File: src/rtl/irq_ctrl_pkg.sv
// Package: shared constants, address codes and the source-to-bit map
// for the event interrupt controller. Assumes six sources and a 32-bit
// register word; bit 4 of the layout is intentionally left unused.
package irq_ctrl_pkg;

    localparam int REG_W      = 32;
    localparam int NUM_SRC    = 6;
    localparam int ADDR_W     = 2;
    localparam int MASTER_BIT = 31;
    localparam int CNT_W      = 2;
    localparam int CNT_LSB    = 16;
    localparam int OVR_SRC    = 0;
    localparam int WB_SRC     = 1;

    typedef enum logic [ADDR_W-1:0] {
        SEL_STATUS = 2'd0,
        SEL_EN_SET = 2'd1,
        SEL_EN_CLR = 2'd2,
        SEL_SPARE  = 2'd3
    } reg_sel_e;

    // Bit position of source k in the status and enable words.
    function automatic int src_pos(input int k);
        return (k < 4) ? k : k + 1;
    endfunction

    // Word with a one at every source position.
    function automatic logic [REG_W-1:0] src_mask();
        logic [REG_W-1:0] m;
        m = '0;
        for (int k = 0; k < NUM_SRC; k++) m[src_pos(k)] = 1'b1;
        return m;
    endfunction

    localparam logic [REG_W-1:0] EN_VALID = src_mask() | (REG_W'(1) << MASTER_BIT);

endpackage

File: src/rtl/irq_status_bank.sv
// Sticky status flags for each event source plus the overrun counter.
// Assumes event pulses and clear strobes are synchronous to clk and that
// clr_i is already qualified by the register write decode.
module irq_status_bank
    import irq_ctrl_pkg::*;
#(
    parameter int N_SRC = NUM_SRC,
    parameter int CW    = CNT_W,
    parameter int OVR   = OVR_SRC
) (
    input  logic             clk,
    input  logic             rst_n,
    input  logic [N_SRC-1:0] evt_i,
    input  logic [N_SRC-1:0] clr_i,
    output logic [N_SRC-1:0] flag_o,
    output logic [CW-1:0]    ovr_cnt_o
);

    logic [N_SRC-1:0] flag_q;
    logic [CW-1:0]    cnt_q;

    for (genvar k = 0; k < N_SRC; k++) begin : g_flag
        // Set on event, clear on write-one, event taking precedence.
        always_ff @(posedge clk) begin
            if (!rst_n)        flag_q[k] <= 1'b0;
            else if (evt_i[k]) flag_q[k] <= 1'b1;
            else if (clr_i[k]) flag_q[k] <= 1'b0;
        end

        AST_EVT_SETS_FLAG: assert property (@(posedge clk) disable iff (!rst_n)
            evt_i[k] |=> flag_q[k]);
        AST_FLAG_STICKY: assert property (@(posedge clk) disable iff (!rst_n)
            (flag_q[k] && !clr_i[k]) |=> flag_q[k]);
        AST_EVT_BEATS_CLR: assert property (@(posedge clk) disable iff (!rst_n)
            (evt_i[k] && clr_i[k]) |=> flag_q[k]);
    end

    // Count every overrun pulse regardless of the flag state.
    always_ff @(posedge clk) begin
        if (!rst_n)         cnt_q <= '0;
        else if (evt_i[OVR]) cnt_q <= cnt_q + 1'b1;
    end

    AST_OVR_STEP: assert property (@(posedge clk) disable iff (!rst_n)
        evt_i[OVR] |=> cnt_q == CW'($past(cnt_q) + 1'b1));
    AST_OVR_HOLD: assert property (@(posedge clk) disable iff (!rst_n)
        !evt_i[OVR] |=> $stable(cnt_q));

    assign flag_o    = flag_q;
    assign ovr_cnt_o = cnt_q;

endmodule

File: src/rtl/irq_enable_mask.sv
// Enable mask reached through a set port and a clear port.
// Assumes set_i and clr_i are already qualified by the write decode and
// are never both non-zero in one cycle; bits outside VALID never store.
module irq_enable_mask
    import irq_ctrl_pkg::*;
#(
    parameter int               W     = REG_W,
    parameter int               MBIT  = MASTER_BIT,
    parameter logic [W-1:0]     VALID = EN_VALID
) (
    input  logic         clk,
    input  logic         rst_n,
    input  logic [W-1:0] set_i,
    input  logic [W-1:0] clr_i,
    output logic [W-1:0] en_o
);

    logic [W-1:0] en_q;

    // OR in set bits, then knock out clear bits.
    always_ff @(posedge clk) begin
        if (!rst_n) en_q <= '0;
        else        en_q <= (en_q | (set_i & VALID)) & ~clr_i;
    end

    AST_MASTER_SET: assert property (@(posedge clk) disable iff (!rst_n)
        (set_i[MBIT] && !clr_i[MBIT]) |=> en_q[MBIT]);
    AST_MASTER_CLR: assert property (@(posedge clk) disable iff (!rst_n)
        clr_i[MBIT] |=> !en_q[MBIT]);
    AST_MASK_IDLE: assert property (@(posedge clk) disable iff (!rst_n)
        (set_i == '0 && clr_i == '0) |=> $stable(en_q));

    assign en_o = en_q;

endmodule

File: src/rtl/irq_line_gen.sv
// Combines source flags with their enables and the master bit.
// Assumes flags arrive in source-index order, enables in word layout.
module irq_line_gen
    import irq_ctrl_pkg::*;
#(
    parameter int N_SRC = NUM_SRC,
    parameter int W     = REG_W,
    parameter int MBIT  = MASTER_BIT
) (
    input  logic [N_SRC-1:0] flag_i,
    input  logic [W-1:0]     en_i,
    output logic             irq_o
);

    logic [N_SRC-1:0] hit;

    for (genvar k = 0; k < N_SRC; k++) begin : g_hit
        assign hit[k] = flag_i[k] & en_i[src_pos(k)];
    end

    // Master bit gates the OR of enabled flags.
    always_comb irq_o = en_i[MBIT] & (|hit);

endmodule

File: src/rtl/irq_event_ctrl.sv
// Top: register decode, read mux, and wiring of the status bank, the
// enable mask and the interrupt line. Assumes one register access per
// cycle, reads combinational, writes taking effect at the next edge.
module irq_event_ctrl
    import irq_ctrl_pkg::*;
(
    input  logic                clk,
    input  logic                rst_n,
    input  logic [ADDR_W-1:0]   reg_addr,
    input  logic [REG_W-1:0]    reg_wdata,
    input  logic                reg_we,
    output logic [REG_W-1:0]    reg_rdata,
    input  logic [NUM_SRC-1:0]  evt_i,
    output logic                wb_permit_o,
    output logic                irq_o
);

    logic                wr_stat, wr_set, wr_clr;
    logic [NUM_SRC-1:0]  flag_clr;
    logic [NUM_SRC-1:0]  flags;
    logic [CNT_W-1:0]    ovr_cnt;
    logic [REG_W-1:0]    en_set, en_clr, en_mask;
    logic [REG_W-1:0]    stat_word;

    // Decode the write strobe per register.
    always_comb begin
        wr_stat = reg_we && (reg_addr == SEL_STATUS);
        wr_set  = reg_we && (reg_addr == SEL_EN_SET);
        wr_clr  = reg_we && (reg_addr == SEL_EN_CLR);
        en_set  = wr_set ? reg_wdata : '0;
        en_clr  = wr_clr ? reg_wdata : '0;
    end

    for (genvar k = 0; k < NUM_SRC; k++) begin : g_map
        assign flag_clr[k] = wr_stat & reg_wdata[src_pos(k)];
    end

    // Assemble the status word from flags and the overrun count.
    always_comb begin
        stat_word = '0;
        for (int k = 0; k < NUM_SRC; k++) stat_word[src_pos(k)] = flags[k];
        stat_word[CNT_LSB +: CNT_W] = ovr_cnt;
    end

    // Select read data by address; spare address reads zero.
    always_comb begin
        unique case (reg_addr)
            SEL_STATUS:             reg_rdata = stat_word;
            SEL_EN_SET, SEL_EN_CLR: reg_rdata = en_mask;
            default:                reg_rdata = '0;
        endcase
    end

    irq_status_bank #(.N_SRC(NUM_SRC), .CW(CNT_W), .OVR(OVR_SRC)) i_status (
        .clk       (clk),
        .rst_n     (rst_n),
        .evt_i     (evt_i),
        .clr_i     (flag_clr),
        .flag_o    (flags),
        .ovr_cnt_o (ovr_cnt)
    );

    irq_enable_mask #(.W(REG_W), .MBIT(MASTER_BIT), .VALID(EN_VALID)) i_mask (
        .clk   (clk),
        .rst_n (rst_n),
        .set_i (en_set),
        .clr_i (en_clr),
        .en_o  (en_mask)
    );

    irq_line_gen #(.N_SRC(NUM_SRC), .W(REG_W), .MBIT(MASTER_BIT)) i_line (
        .flag_i (flags),
        .en_i   (en_mask),
        .irq_o  (irq_o)
    );

    assign wb_permit_o = ~flags[WB_SRC];

    AST_MASTER_GATE: assert property (@(posedge clk) disable iff (!rst_n)
        !en_mask[MASTER_BIT] |-> !irq_o);
    AST_WB_BLOCK: assert property (@(posedge clk) disable iff (!rst_n)
        evt_i[WB_SRC] |=> !wb_permit_o);
    AST_ONE_PORT: assert property (@(posedge clk) disable iff (!rst_n)
        $countones({wr_stat, wr_set, wr_clr}) <= 1);

endmodule

File: config.mk
export PLATFORM = sky130hd
export DESIGN_NAME = irq_event_ctrl
export DESIGN_NICKNAME = d
export VERILOG_FILES = /design/src/rtl/irq_ctrl_pkg.sv /design/src/rtl/irq_status_bank.sv /design/src/rtl/irq_enable_mask.sv /design/src/rtl/irq_line_gen.sv /design/src/rtl/irq_event_ctrl.sv
export SDC_FILE = /design/constraint.sdc
export NUM_CORES = 1
export LEC_CHECK = 0
export BUFFER_PORTS_ARGS = -buffer_cell sky130_fd_sc_hd__buf_2
export CORE_MARGIN = 3
export CORE_UTILIZATION = 49
export DETAILED_ROUTE_END_ITERATION = 10
export PLACE_DENSITY = 0.83
export SYNTH_ARGS = -nofsm -noshare
export SYNTH_HDL_FRONTEND = slang
export SYNTH_SLANG_ARGS = --single-unit
export TNS_END_PERCENT = 1
File: constraint.sdc
create_clock -name clk -period 2.9 [get_ports clk]
set_clock_uncertainty 0.2 [all_clocks]
set_input_delay 0.58 -clock clk [delete_from_list [all_inputs] [get_ports clk]]
set_output_delay 0.58 -clock clk [all_outputs]
set_load 0.01 [all_outputs]
## Yosys cells after proc, flatten, opt, wreduce, memory -nomap -nowiden

Cells that the tools add are included.

| operators by class | value |
|---|---|
| reduce and logical (&&, ||, !) cells | 12 |
| eq/ne operators | 2 |
| $mul | 0 |
| shift-type cells | 0 |
| multiplexer cells | 15 |
| $lt $le $gt $ge | 0 |
| div/mod/pow operators | 0 |
| add/subtract/negate cells | 1 |
| bitwise logic cells | 17 |

Operators by type and width:

| operator | count |
|---|---|
| $mux 32 | 2 |
| $pmux 32 s2 | 1 |
| $and 32x32->32 | 1 |
| $not 32->32 | 1 |
| $or 32x32->32 | 1 |
| $and 1x1->1 | 13 |
| $mux 1 | 12 |
| $reduce_bool 2->1 | 6 |
| $reduce_or 6->1 | 1 |
| $logic_and 1x1->1 | 3 |
| $add 2x1->2 const B | 1 |
| $eq 2x1->1 const B | 1 |
| $eq 2x2->1 const B | 1 |
| $logic_not 2->1 | 1 |
| $reduce_or 2->1 | 1 |
| $not 1->1 | 1 |

| word-level totals | value |
|---|---|
| RAM bits | 0 |
| memories | 0 |
| bits in latches | 0 |
| bits in registers | 40 |
| output and inout port bits | 34 |
| memory bits (read-only) | 0 |
| input bits | 43 |
| word-level logic and storage cells | 55 |

## Longest topological paths before layout

| logic depth | value |
|---|---|
| depth after elaboration | 5 |
| mapped depth | 6 |
| gate-level depth less buffers | 5 |

## Cells and area by module

Synthesis repeated with hierarchy kept, for this count alone.

| second synthesis, totals | value |
|---|---|
| cells, all modules | 242 |
| area, all modules | 2174.6 µm² |

Modules (own cells, without submodules):

| module | cells an instance | instances | area each (µm²) | seq. area each (µm²) |
|---|---|---|---|---|
| irq_enable_mask | 75 | 1 | 1008.5 | 640.6 |
| irq_event_ctrl | 135 | 1 | 844.6 | 0.0 |
| irq_status_bank | 27 | 1 | 289.0 | 160.2 |
| irq_line_gen | 5 | 1 | 32.5 | 0.0 |

## Worst setup path before layout

OpenSTA, ideal clock, no wires.

| path | value |
|---|---|
| kind | input -> output |
| start point | input reg_addr[0] |
| end point | output reg_rdata[0] |
| stages on the path | 5 |
| slack | 0.641 ns |
| required time | 2.120 ns |
| arrival time | 1.479 ns |
| path buffers | 1 |
| cells stage by stage | inv_1 > ha_1 > clkbuf_1 > a22oi_1 > nor2_1 |

| between the ends | value |
|---|---|
| longest elaborated chain between the ends | 3 |
| elaborated cells on any way between the ends | 5 |
| those cells by class | 2 x eq/ne; 1 x mux; 2 x reduce/logical |

Ends and longest elaborated chain:

| what | RTL line | text |
|---|---|---|
| start, declared | irq_event_ctrl.sv:9 | `input logic [ADDR_W-1:0] reg_addr,` |
| $eq 2x1->1 or $eq 2x2->1 (tied branches) | irq_event_ctrl.sv:47 | `unique case (reg_addr)` |
| $reduce_or 2->1 | irq_event_ctrl.sv:47 |  |
| $pmux 32 s2 (*) | irq_event_ctrl.sv:47 |  |
| end, declared | irq_event_ctrl.sv:12 | `output logic [REG_W-1:0] reg_rdata,` |

Mark *: on every way between the ends. The rest lies on a longest branch, timed or not.

## Worst setup path in the final report

| path | value |
|---|---|
| start point | input reg_addr[1] |
| end point | output reg_rdata[26] |

The elaborated chain is that of the path after synthesis.

==> metrics.log <==
INFO  metric vias_per_cell = 5.10
INFO  metric die_area = 4180 sq um
INFO  metric multi_input_comb_area = 779 sq um
INFO  metric achievable-frequency = 389 MHz
INFO  metric clock_insertion_delay_at_the_later_pin_of_the_skew_report = 330 ps
INFO  metric tightestPinTransition = 557 ps
INFO  metric critPathArrivalTime = 1790 ps
INFO  metric antenna_left = 0
INFO  metric worst-setup-path-type = in -> out
INFO  metric cp_max_fo = 13
INFO  metric clk_pin_slew = 120 ps
INFO  metric timing.critical_path.slowest_cell_delay = 540 ps
INFO  metric r2r_end = i_status.ovr_cnt_o[1]
INFO  metric timing.max_cap.violations = 0
INFO  metric critical_path_cell_by_cell = buf_2 -> inv_1 -> ha_1 -> buf_4 -> and2_1 -> buf_2
INFO  metric worstSetupPathDepth = 6
INFO  metric worst-endpoint-required = 2120 ps
INFO  metric worstReg2RegStart = i_status.ovr_cnt_o[0]
INFO  metric cts.path.max_buffers = 2
INFO  metric critPathLaunch = reg_addr[1]
INFO  metric grt_antenna_before_repair = 0
INFO  metric finalSetupViolations = 0
INFO  metric rr_worst_depth = 3
INFO  metric dp_hpwl = 2910 um
INFO  metric final_min_period_over_clock_period = 88.7%
INFO  metric critical_path.top_delay_family = buffers and inverters
INFO  metric detail_route.first_pass.iterations = 4
INFO  metric gp_congestion = 0.815
INFO  metric power.leakage = 1.02 nW
INFO  metric clock_tree_from_tritoncts = built
INFO  metric via_count = 1595
INFO  metric synthesis.instances = 197
INFO  metric register_to_register_path_setup_slack = 1920 ps
INFO  metric register_area = 801 sq um
INFO  metric finalWirelength = 3940 um
INFO  metric max-vdd-ir-drop = 314 uV
INFO  metric core = 3180 sq um
INFO  metric run_status = completed
INFO  metric largest_net_degree_at_the_start_of_global_routing = 32
INFO  metric finish.cell_count_without_fillers = 313
INFO  metric initial_core_util = 53.0%
INFO  metric postSynthNetCount = 244
INFO  metric period_minus_slack = 2570 ps
INFO  metric cts.sinks = 40
INFO  metric critical-path-slowest-cell = sky130_fd_sc_hd__ha_1
INFO  metric synth.distinct_cells = 20
INFO  metric timing.critical_path.to_type = primary output
INFO  metric synth-warning-count = 0
INFO  metric num_io_pins = 77
INFO  metric die_h = 64.6 um
INFO  metric number_of_inserted_diodes = 0
INFO  metric growth_of_design_area_from_synthesis_to_finish = 26.6%
INFO  metric synth-seq-cells = 40
INFO  metric grt_first_pass_wirelength = 6220 um
INFO  metric worst_setup_path_endpoint = reg_rdata[26]
INFO  metric final-hold-violation-count = 0
INFO  metric power-per-cell-area = 487 nW/um^2
INFO  metric core.rowCount = 20
INFO  metric global_route.overflow_total = 0
INFO  metric number_of_global_route_vias_before_repair = 1386
INFO  metric cts_hold_repair.buffers = 0
INFO  metric fraction_of_layout_instances_using_a_drive_strength_above_1 = 34.2%
INFO  metric placement.io_buffers = 76
INFO  metric syn_avg_cell_area = 8.56 sq um
INFO  metric initialDrtViolationCount = 107
INFO  metric cts_made_buffers = 5
INFO  metric synth.cell_area = 1690 sq um
INFO  metric synth.yosys.seq_area_share = 47.5%
INFO  metric final_area = 2130 sq um
INFO  metric finalNetCount = 315
INFO  metric tns_setup = 0 ps
INFO  metric postCtsResizedCells = 0
INFO  metric layout.cells.most_common_list = sky130_fd_sc_hd__buf_2 (76), sky130_fd_sc_hd__dfxtp_1 (40), sky130_fd_sc_hd__a21oi_1 (37), sky130_fd_sc_hd__nand2_1 (26), sky130_fd_sc_hd__and2_1 (25)
INFO  metric post-route-drc-count = 0
INFO  metric count_of_filler_cells_inserted_in_the_layout = 281
INFO  metric critPathBufInv = 4
INFO  metric rsz0062_at_grt = false
INFO  metric global_route.usage.total = 19.0%
INFO  metric finalMaxSlewViolations = 0
INFO  metric clock-root-buffer = sky130_fd_sc_hd__clkbuf_4
INFO  metric h-tree-depth = 2
INFO  metric cp-start-kind = input pin
INFO  metric timing.critical_path.mode_cell = sky130_fd_sc_hd__buf_2
INFO  metric type_of_the_most_critical_hold_path = in -> reg
INFO  metric placed_instances = 305
INFO  metric slew-limit-headroom = 62.8%
INFO  metric routed_wire_length_per_instance = 12.6 um
INFO  metric post_cts.repair.setup_buffers = 0
INFO  metric die-width = 64.6 um
INFO  metric layout_commonest_cell = sky130_fd_sc_hd__buf_2
INFO  metric detailed_place.area = 2060 sq um
## kinds of logic after synthesis
family | share of synthesized area, %
simple gates | 20.9
compound gates | 21.3
flops | 47.5
buf+inv | 6.24
fa+ha+maj | 2.97
xor+xnor | 1.04
## sequential cells by signal, indices dropped and copies added, names as in the netlist
name,cells
i_mask.en_o,32
i_status.flag_o,6
i_status.ovr_cnt_o,2
## worst min path at each step
stage                    startpoint              end  cells after the start
floorplan           i_mask.en_o[10]  i_mask.en_o[10]                      2
global placement    i_mask.en_o[24]  i_mask.en_o[24]                      2
detailed placement  i_mask.en_o[22]  i_mask.en_o[22]                      2
CTS                   reg_wdata[13]  i_mask.en_o[13]                      2
global route          reg_wdata[18]  i_mask.en_o[18]                      2
finish                reg_wdata[13]  i_mask.en_o[13]                      2
## cell usage after synthesis (all sizes together)
| cell | instances | area [sq um] |
|---|---|---|
| a211oi | 6 | 70.1 |
| a21oi | 37 | 185 |
| a22oi | 11 | 82.6 |
| a311oi | 1 | 8.76 |
| a31oi | 2 | 12.5 |
| and2 | 26 | 165 |
| buf | 10 | 67.6 |
| clkbuf | 5 | 18.8 |
| dfxtp | 40 | 801 |
| ha | 4 | 50.1 |
| inv | 5 | 18.8 |
| nand2 | 26 | 97.6 |
| nand3 | 6 | 30.0 |
| nor2 | 16 | 60.1 |
| xnor2 | 1 | 8.76 |
| xor2 | 1 | 8.76 |
## layer usage
| layer | global-route usage, % | share of wire (%) | wire, um | up-vias |
|---|---|---|---|---|
| li1 | - | - | - | 803 |
| met1 | 24.0 | 44 | 1750 | 714 |
| met2 | 30.9 | 45 | 1780 | 73 |
| met3 | 6.07 | 9.5 | 376 | 5 |
| met4 | 5.54 | 0.91 | 36 | 0 |
| met5 | 0 | 0 | 0 | - |
## per-stage QoR
step                      total power [mW]  worst slack (ps)  hold WS [ps]  util [%]
after floorplan                      0.644               641           207         -
after global placement               0.693               354           213      64.7
after detailed placement             0.695               307           217      64.7
after CTS                             1.05               321           176      67.1
after global routing                  1.09               199           162      67.1
final                                 1.04               327           192      67.1
## worst register-to-register path, stage by stage (launching register included)
cell	delay, ps
sky130_fd_sc_hd__dfxtp_1	390
sky130_fd_sc_hd__nand2_1	80
sky130_fd_sc_hd__xor2_1	140
sky130_fd_sc_hd__nor2_1	50
## layout make-up
type / instances / share of cell area, %
Inverter: 5 / 0.880
Clock inverter: 2 / 1.64
Clock buffer: 6 / 1.94
Tap cell: 44 / 2.58
Sequential cell: 40 / 37.5
Multi-Input combinational cell: 137 / 36.5
Timing Repair Buffer: 79 / 18.9
## report_power, final
part           total [mW]  internal [mW]  leakage, nW  switching [mW]
sequential          0.572          0.561        0.325          0.0103
clock               0.356          0.181       0.0422           0.175
combinational       0.112         0.0479        0.651          0.0636
No activity file was read; power rests on OpenSTA's default activity.
